[config.mk]
export PLATFORM = sky130hd
export DESIGN_NAME = jabber_sqe_ctrl
export DESIGN_NICKNAME = d
export VERILOG_FILES = /design/src/rtl/jsq_pkg.sv /design/src/rtl/jsq_jabber.sv /design/src/rtl/jsq_sqe.sv /design/src/rtl/jsq_colosc.sv /design/src/rtl/jabber_sqe_ctrl.sv
export SDC_FILE = /design/constraint.sdc
export NUM_CORES = 1
export LEC_CHECK = 0
export BUFFER_PORTS_ARGS = -buffer_cell sky130_fd_sc_hd__buf_2
export CAP_MARGIN = 20
export CELL_PAD_IN_SITES_DETAIL_PLACEMENT = 1
export CELL_PAD_IN_SITES_GLOBAL_PLACEMENT = 1
export CORE_MARGIN = 2
export CORE_UTILIZATION = 51
export DETAILED_ROUTE_END_ITERATION = 8
export PLACE_DENSITY = 0.95
export SLEW_MARGIN = 5
export SYNTH_ARGS = -nofsm -noshare
export SYNTH_HDL_FRONTEND = slang
export SYNTH_SLANG_ARGS = --single-unit
[constraint.sdc]
create_clock -name clk -period 1.9 [get_ports clk]
set_input_delay 0.19 -clock clk [delete_from_list [all_inputs] [get_ports clk]]
set_output_delay 0.19 -clock clk [all_outputs]
set_load 0.05 [all_outputs]
[src/rtl/jsq_pkg.sv]
package jsq_pkg;
  typedef enum logic {
    JS_OK,
    JS_LOCK
  } jab_st_e;

  typedef enum logic [1:0] {
    SQ_IDLE,
    SQ_WAIT,
    SQ_ON
  } sqe_st_e;

  // strap decode: 2'b00 lockout only, 2'b01 lockout and heartbeat, 2'b1x neither
  function automatic logic strap_jab_en(input logic [1:0] m);
    return !m[1];
  endfunction

  function automatic logic strap_sqe_en(input logic [1:0] m);
    return (m == 2'b01);
  endfunction
endpackage

[src/rtl/jsq_jabber.sv]
module jsq_jabber
  import jsq_pkg::*;
#(
  parameter int unsigned TRIP_CYC = 400000,
  parameter int unsigned IDLE_CYC = 10000000
) (
  input  logic clk,
  input  logic rst_n,
  input  logic tx_act,
  input  logic jab_en,
  output logic jab_flag
);
  localparam int unsigned CMAX = (TRIP_CYC > IDLE_CYC) ? TRIP_CYC : IDLE_CYC;
  localparam int CW = $clog2(CMAX + 1);
  localparam logic [CW-1:0] TRIP_LAST = CW'(TRIP_CYC - 1);
  localparam logic [CW-1:0] IDLE_LAST = CW'(IDLE_CYC - 1);

  jab_st_e st_q, st_d;
  logic [CW-1:0] cnt_q, cnt_d;
  logic upd;

  always_comb begin
    st_d  = st_q;
    cnt_d = cnt_q;
    if (!jab_en) begin
      st_d  = JS_OK;
      cnt_d = '0;
    end else begin
      case (st_q)
        JS_OK: begin
          if (!tx_act) cnt_d = '0;
          else if (cnt_q == TRIP_LAST) begin
            st_d  = JS_LOCK;
            cnt_d = '0;
          end else cnt_d = cnt_q + CW'(1);
        end
        default: begin
          if (tx_act) cnt_d = '0;
          else if (cnt_q == IDLE_LAST) begin
            st_d  = JS_OK;
            cnt_d = '0;
          end else cnt_d = cnt_q + CW'(1);
        end
      endcase
    end
  end

  assign upd = (st_d != st_q) || (cnt_d != cnt_q);

  always_ff @(posedge clk or negedge rst_n) begin
    if (!rst_n) begin
      st_q  <= JS_OK;
      cnt_q <= '0;
    end else if (upd) begin
      st_q  <= st_d;
      cnt_q <= cnt_d;
    end
  end

  assign jab_flag = (st_q == JS_LOCK);


  trip_on_tx_chk: assert property (@(posedge clk) disable iff (!rst_n)
    $rose(jab_flag) |-> $past(tx_act));

  release_on_quiet_chk: assert property (@(posedge clk) disable iff (!rst_n)
    $fell(jab_flag) |-> (!$past(tx_act) || !$past(jab_en)));

  strap_off_no_lock_chk: assert property (@(posedge clk) disable iff (!rst_n)
    !jab_en |=> !jab_flag);
endmodule

[src/rtl/jsq_sqe.sv]
module jsq_sqe
  import jsq_pkg::*;
#(
  parameter int unsigned DLY_CYC = 20,
  parameter int unsigned LEN_CYC = 20
) (
  input  logic clk,
  input  logic rst_n,
  input  logic tx_act,
  input  logic sqe_allow,
  output logic sqe_on
);
  localparam int unsigned SMAX = (DLY_CYC > LEN_CYC) ? DLY_CYC : LEN_CYC;
  localparam int SW = $clog2(SMAX + 1);
  localparam logic [SW-1:0] DLY_LAST = SW'(DLY_CYC - 1);
  localparam logic [SW-1:0] LEN_LAST = SW'(LEN_CYC - 1);

  sqe_st_e st_q, st_d;
  logic [SW-1:0] cnt_q, cnt_d;
  logic tx_d_q;
  logic tx_fall;
  logic upd;

  assign tx_fall = tx_d_q && !tx_act;

  always_comb begin
    st_d  = st_q;
    cnt_d = cnt_q;
    case (st_q)
      SQ_IDLE: begin
        if (tx_fall && sqe_allow) begin
          st_d  = SQ_WAIT;
          cnt_d = '0;
        end
      end
      SQ_WAIT: begin
        if (tx_act) begin
          st_d  = SQ_IDLE;
          cnt_d = '0;
        end else if (cnt_q == DLY_LAST) begin
          st_d  = SQ_ON;
          cnt_d = '0;
        end else cnt_d = cnt_q + SW'(1);
      end
      default: begin
        if (cnt_q == LEN_LAST) begin
          st_d  = SQ_IDLE;
          cnt_d = '0;
        end else cnt_d = cnt_q + SW'(1);
      end
    endcase
  end

  assign upd = (st_d != st_q) || (cnt_d != cnt_q);

  always_ff @(posedge clk or negedge rst_n) begin
    if (!rst_n) begin
      st_q   <= SQ_IDLE;
      cnt_q  <= '0;
      tx_d_q <= 1'b0;
    end else begin
      tx_d_q <= tx_act;
      if (upd) begin
        st_q  <= st_d;
        cnt_q <= cnt_d;
      end
    end
  end

  assign sqe_on = (st_q == SQ_ON);


  beat_starts_quiet_chk: assert property (@(posedge clk) disable iff (!rst_n)
    $rose(sqe_on) |-> !$past(tx_act));
endmodule

[src/rtl/jsq_colosc.sv]
module jsq_colosc (
  input  logic clk,
  input  logic rst_n,
  input  logic osc_en,
  output logic col_wave
);
  logic ph_q, ph_d;

  assign ph_d = osc_en ? !ph_q : 1'b0;

  always_ff @(posedge clk or negedge rst_n) begin
    if (!rst_n) ph_q <= 1'b0;
    else        ph_q <= ph_d;
  end

  assign col_wave = ph_q;


  wave_rest_chk: assert property (@(posedge clk) disable iff (!rst_n)
    !osc_en |=> !col_wave);

  wave_toggle_chk: assert property (@(posedge clk) disable iff (!rst_n)
    osc_en |=> (col_wave != $past(col_wave)));
endmodule

[src/rtl/jabber_sqe_ctrl.sv]
module jabber_sqe_ctrl
  import jsq_pkg::*;
#(
  parameter int unsigned JAB_TRIP_CYC = 400000,
  parameter int unsigned JAB_IDLE_CYC = 10000000,
  parameter int unsigned SQE_DLY_CYC  = 20,
  parameter int unsigned SQE_LEN_CYC  = 20
) (
  input  logic       clk,
  input  logic       rst_n,
  input  logic       tx_act,
  input  logic       rx_act,
  input  logic       low_light,
  input  logic       lb_dis,
  input  logic [1:0] sqe_mode,
  output logic       tx_en,
  output logic       col_osc_en,
  output logic       col_wave,
  output logic       jab_flag
);
  logic rs1_q, rs2_q;
  logic rst_i_n;
  logic col_q, col_d;
  logic sqe_on;
  logic sqe_allow;
  logic jab_en;

  always_ff @(posedge clk or negedge rst_n) begin
    if (!rst_n) begin
      rs1_q <= 1'b0;
      rs2_q <= 1'b0;
    end else begin
      rs1_q <= 1'b1;
      rs2_q <= rs1_q;
    end
  end
  assign rst_i_n = rs2_q;

  assign jab_en    = strap_jab_en(sqe_mode);
  assign sqe_allow = strap_sqe_en(sqe_mode) && !low_light && !jab_flag;
  assign col_d     = tx_act && rx_act && !lb_dis;

  always_ff @(posedge clk or negedge rst_i_n) begin
    if (!rst_i_n) col_q <= 1'b0;
    else          col_q <= col_d;
  end

  jsq_jabber #(
    .TRIP_CYC(JAB_TRIP_CYC),
    .IDLE_CYC(JAB_IDLE_CYC)
  ) u_jab (
    .clk     (clk),
    .rst_n   (rst_i_n),
    .tx_act  (tx_act),
    .jab_en  (jab_en),
    .jab_flag(jab_flag)
  );

  jsq_sqe #(
    .DLY_CYC(SQE_DLY_CYC),
    .LEN_CYC(SQE_LEN_CYC)
  ) u_sqe (
    .clk      (clk),
    .rst_n    (rst_i_n),
    .tx_act   (tx_act),
    .sqe_allow(sqe_allow),
    .sqe_on   (sqe_on)
  );

  assign col_osc_en = col_q || sqe_on || jab_flag;
  assign tx_en      = !jab_flag;

  jsq_colosc u_osc (
    .clk     (clk),
    .rst_n   (rst_i_n),
    .osc_en  (col_osc_en),
    .col_wave(col_wave)
  );


  collision_needs_loopback_chk: assert property (@(posedge clk) disable iff (!rst_i_n)
    col_q |-> $past(!lb_dis && tx_act && rx_act));

  lockout_runs_osc_chk: assert property (@(posedge clk) disable iff (!rst_i_n)
    jab_flag |-> col_osc_en);
endmodule

=== After elaboration in Yosys (flattened, before gate mapping) ===
Index checks and enable logic that the tools add are counted.

* $add $sub $neg: 2
* Eq/ne operators: 10
* Muxes and demuxes: 22
* Reductions and logical operators: 16

{| class="wikitable"
|+ Operators with widths
! kind !! number
|-
| 2-to-1 mux 24 bit || 6
|-
| adder 24 x 1 -> 24 bit (second input constant) || 1
|-
| equality test 24 x 19 -> 1 bit (second input constant) || 1
|-
| equality test 24 bit (second input constant) || 1
|-
| inequality test 24 bit || 1
|-
| 2-to-1 mux 5 bit || 3
|-
| one-hot mux 5 bit (2 select lines) || 1
|-
| 2-to-1 mux 2 bit || 4
|-
| 2-to-1 mux 1 bit || 7
|-
| logical AND 1 bit || 6
|-
| adder 5 x 1 -> 5 bit (second input constant) || 1
|-
| equality test 5 bit (second input constant) || 1
|-
| logical NOT 1 bit || 5
|-
| inequality test 5 bit || 1
|-
| equality test 2 x 1 -> 1 bit (second input constant) || 2
|-
| logical OR 1 bit || 4
|-
| one-hot mux 2 bit (2 select lines) || 1
|-
| equality test 2 bit (second input constant) || 1
|-
| logical NOT 2 bit || 1
|-
| inequality test 2 bit || 1
|-
| inequality test 1 bit || 1
|}

* Bits in registers: 37
* Output and inout bits: 4
* Word-level logic and storage cells: 59

=== Longest topological paths before layout ===
* Depth after elaboration: 8
* Mapped depth: 6

=== Modules after synthesis ===
From an unflattened synthesis, not the netlist that was laid out.

* Cell total of the unflattened synthesis: 201
* Area total of the unflattened synthesis: 1993.2 um^2

{| class="wikitable"
|+ By module, submodules not included
! module !! instances !! cells each !! area an instance (um^2) !! seq. area each (um^2)
|-
| jsq_jabber || 1 || 144 || 1401.3 || 625.6
|-
| jsq_sqe || 1 || 46 || 442.9 || 200.2
|-
| jabber_sqe_ctrl || 1 || 9 || 110.1 || 75.1
|-
| jsq_colosc || 1 || 2 || 38.8 || 25.0
|}

=== Least setup slack after synthesis ===
OpenSTA, ideal clock, no wires.

* Kind: reg-to-reg
* From: register u_jab.cnt_q[21]
* To: register u_jab.cnt_q[16]
* Setup time: 149 ps
* Arrival: 1855 ps
* Data required time: 1751 ps
* Path slack: -104 ps
* Cell stages (with the launch flop): 6
* Path buffers: 1
* Clock period less this slack: 2004 ps
* Path through: dfrtp_1 > or4b_1 > or4_4 > o21bai_4 > buf_6 > a221oi_1

* Cells in the longest elaborated chain, start to end: 7
* Elaborated cells on any way between the ends: 18
* Those cells by class: add/sub: 1; eq/ne: 4; mux: 12; reduce/logical: 1

{| class="wikitable"
|+ RTL lines
! item !! RTL line !! RTL
|-
| from (decl) || jsq_jabber.sv:19 || <nowiki>logic [CW-1:0] cnt_q, cnt_d;</nowiki>
|-
| from (signal assigned) || jsq_jabber.sv:56 || <nowiki>cnt_q <= cnt_d;</nowiki>
|-
| adder 24 x 1 -> 24 bit (tied with other cells) || jsq_jabber.sv:35, jsq_jabber.sv:42 ||
|-
| 2-to-1 mux 24 bit (tied with other cells) || jsq_jabber.sv:32 || <nowiki>else if (cnt_q == TRIP_LAST) begin</nowiki>
|-
| 2-to-1 mux 24 bit (tied with other cells) || jsq_jabber.sv:31 || <nowiki>if (!tx_act) cnt_d = '0;</nowiki>
|-
| 2-to-1 mux 24 bit or 2-to-1 mux 1 bit (tied branches) || jsq_jabber.sv:29 || <nowiki>case (st_q)</nowiki>
|-
| 2-to-1 mux 24 bit or 2-to-1 mux 1 bit (tied branches) || jsq_jabber.sv:25 || <nowiki>if (!jab_en) begin</nowiki>
|-
| inequality test 24 bit or inequality test 1 bit (tied branches) || jsq_jabber.sv:48 || <nowiki>assign upd = (st_d != st_q) || (cnt_d != cnt_q);</nowiki>
|-
| logical OR 1 bit || jsq_jabber.sv:48 ||
|}

Parallel ways exist; a longest one is shown, timed or not.
A chain may end at the register's enable or synchronous reset.

=== Worst setup path after layout ===
* From: register u_jab.cnt_q[21]
* To: register u_jab.cnt_q[21]

The elaborated chain is that of the path after synthesis.

==> results.txt <==
Clock Sinks = 37
Crit Path Category = flip-flop to flip-flop
Post-synthesis register bit count = 37
IO Count = 12
Synth Cell Area = 2020 um^2
Antenna cells = 0
Synth async-reset ratio = 100%
First-pass GRT wire length = 10100 um
Vias in the first global route = 1935
Biggest regs = u_jab.cnt_q x24, u_sqe.cnt_q x5, u_sqe.st_q x2
HP Class = primary input to flip-flop
Synth warn = 0
Normalized max-slew margin = 52.8%
Antenna-violating nets left = 0
Seq/Total Area, Yosys = 45.9%
DR pass1 iterations = 4
Crit path buf inv count = 1
CTS buffer count = 5
Maximum fanout along the worst path = 16
Row count = 22
Detailed Route Iter0 Violations = 123
Core footprint = 3740 um^2
Via count = 1807
Placed cell areas = 2330 um^2
RSZ-0062 raised after global routing = yes
Clock Pin Slew Worst Setup and Hold Paths = 0.08 ns
Setup violations, final = 22
DR DRC count = 0
Final #Nets = 244
CTS root buf = clkbuf_8
Post-DP HPWL = 4380 um
Critical Path Max Stage Delay = 0.58 ns
Crit path time final = 2.12 ns
Kind of cell adding the most delay to the critical path = simple AND/OR/NAND/NOR gates
Commonest cells post-synth = 37 x dfrtp_1, 14 x nand2_1, 13 x a211oi_1, 13 x nor2_1, 12 x xnor2_1
Total gr overflow = 0
Worst-margin pin slew = 0.704 ns
Startpoint types = flip-flop
Area leader, netlist = dfrtp_1
# fillers = 408
Die Wd = 66.9 um
CTS tree = built
Core Util, Final = 65.7%
Initial antenna violation count = 0
Cell area after layout = 2460 um^2
Count leader, synth = dfrtp_1
Final setup TNS = -4.06 ns
Post-synth top flop = dfrtp_1
Worst vdd ir = 370 uV
Vias per Instance = 6.39
Fin. Hold Viols = 0
Wire per inst = 22.8 um
Crit-path slowest cell = or4_4
Die Area = 4470 um^2
Ratio of cells with drive above 1 in the final layout = 29.4%
Count of pins over their slew limit = 0
Worst path cell trace = or4b_1, or4_4, o21bai_4, buf_12, a221oi_1
Leak = 0.000970 uW
Distinct cell type count after synthesis = 44
RD Place Congestion = 0.908
Worst setup margin = -0.222 ns
Die Span Y = 66.9 um
Largest net degree at the start of global routing = 36
Outcome = finished with violations
Largest reg by FF count = u_jab.cnt_q
Starting Density = 53.9%
CP required = 2.06 ns
Total Wirelength = 6440 um
Violated checks = negative setup slack
Post-Syn Nets = 205
Crit path arrival time = 2.28 ns
Port Buffer Count = 11
Fin crit share = 112%
Dpl cells = 273
PwrDens = 606 nW/um^2
CP Capture Type = flip-flop
Worst-Skew Late Latency = 0.30 ns
Fmax = 471 MHz
Syn_area_per_cell = 10.3 um^2
Yosys top cell area share = 45.9%
EDFF count, synth = 0
Htree depth = 2
Global Route Usage Sum = 31.2%
Final setup skew = 0.00264 ns
Top post-synthesis cells by area = dfrtp_1 46%, xnor2_1 5.2%, a211oi_1 4.8%
Max cap viols = 0
Area Growth Syn to Fin = 22.0%
Final Non-Filler Cells = 283
Mapped Cells = 195
Clock Path Buffers = 2
Max reg flops = 24
[cells by family (layout without fill, tap and decap cells)]
kind of cell,count (synthesis),after routing,synth area share (%)
AO/OA/AOI/OAI,47,47,18.8
XOR/XNOR,14,14,6.08
adder cells (fa/ha/maj),2,2,1.24
buffers and inverters,15,55,4.28
flip-flops,37,37,45.9
multiplexers,1,1,0.496
other,1,1,0.186
AND/OR/NAND/NOR,78,78,23.0
[worst register-to-register path: cells and delay by family, from the launching register on]
kind | cells | cell delay, ns
buffers and inverters | 1 | 0.18
and+or+nand+nor | 2 | 1.10
AOI/OAI and AO/OA | 2 | 0.30
DFF | 1 | 0.40
[through the flow]
stage               worst slack (ns)  hold WS, ns  total power, uW
finish                        -0.222       0.0387             1490
floorplan                    -0.0930       -0.106              904
CTS                           -0.210       0.0611             1500
detailed placement            -0.248      -0.0195              949
global placement              -0.139      -0.0228              936
global route                  -0.241       0.0481             1540
[path summary, 6_finish.rpt]
kind | from | end | slack, ns | cells past startpoint
hold / removal | lb_dis | col_q | 0.04 | 2
max in group asynchronous | rs2_q | u_jab.cnt_q[18] | 1.29 | 1
setup / recovery | u_jab.cnt_q[21] | u_jab.cnt_q[21] | -0.22 | 5
setup reg to reg | u_jab.cnt_q[21] | u_jab.cnt_q[21] | -0.22 | 5
hold reg to reg | rs2_q | u_jab.cnt_q[19] | 0.29 | 1
min in group asynchronous | rst_n | rs2_q | 0.20 | 2
[what timing repair did]
action,in CTS,in global routing
buffers inserted,1,0
hold buffers,1,0
gates resized for setup,2,3
hold endpoints to repair,2,0
pin swaps,1,5
setup endpoints to repair,22,22
[layout by cell type (no fill, tap or decap), types with 5 or more instances in the layout]
cell type  count
nand3_1       10
inv_1          8
nand2_1       14
a221oi_2       5
nand2b_1       5
buf_4         25
clkbuf_8       5
buf_2         11
nor2_1        13
xnor2_1       12
o21ai_0       10
dfrtp_1       37
a211oi_1       7
a211oi_2       6
or3_1          6
[final cells by class]
type / instances / area (um^2) / share of cell area, %
inverters: 8 / 30.0 / 1.22
clock inverters: 3 / 17.5 / 0.712
clock buffers: 5 / 68.8 / 2.80
well taps: 48 / 60.1 / 2.44
flip-flops and latches: 37 / 926 / 37.6
repair buffers: 39 / 293 / 11.9
multi-input cells: 143 / 1070 / 43.3
[metal layers]
layer / share of wire, % / GRT usage, % / vias to the layer above
met5: 0 / 0 / -
met3: 4.9 / 6.76 / 26
met4: 4.2 / 12.8 / 0
li1: - / - / 802
met2: 52 / 57.0 / 69
met1: 39 / 34.9 / 910
[report_power, final]
group	internal, uW	switching, uW
Combinational	41.2	75.0
Clock	253	301
Sequential	806	16.4
Total	1100	392
No activity file was read; power rests on OpenSTA's default activity.
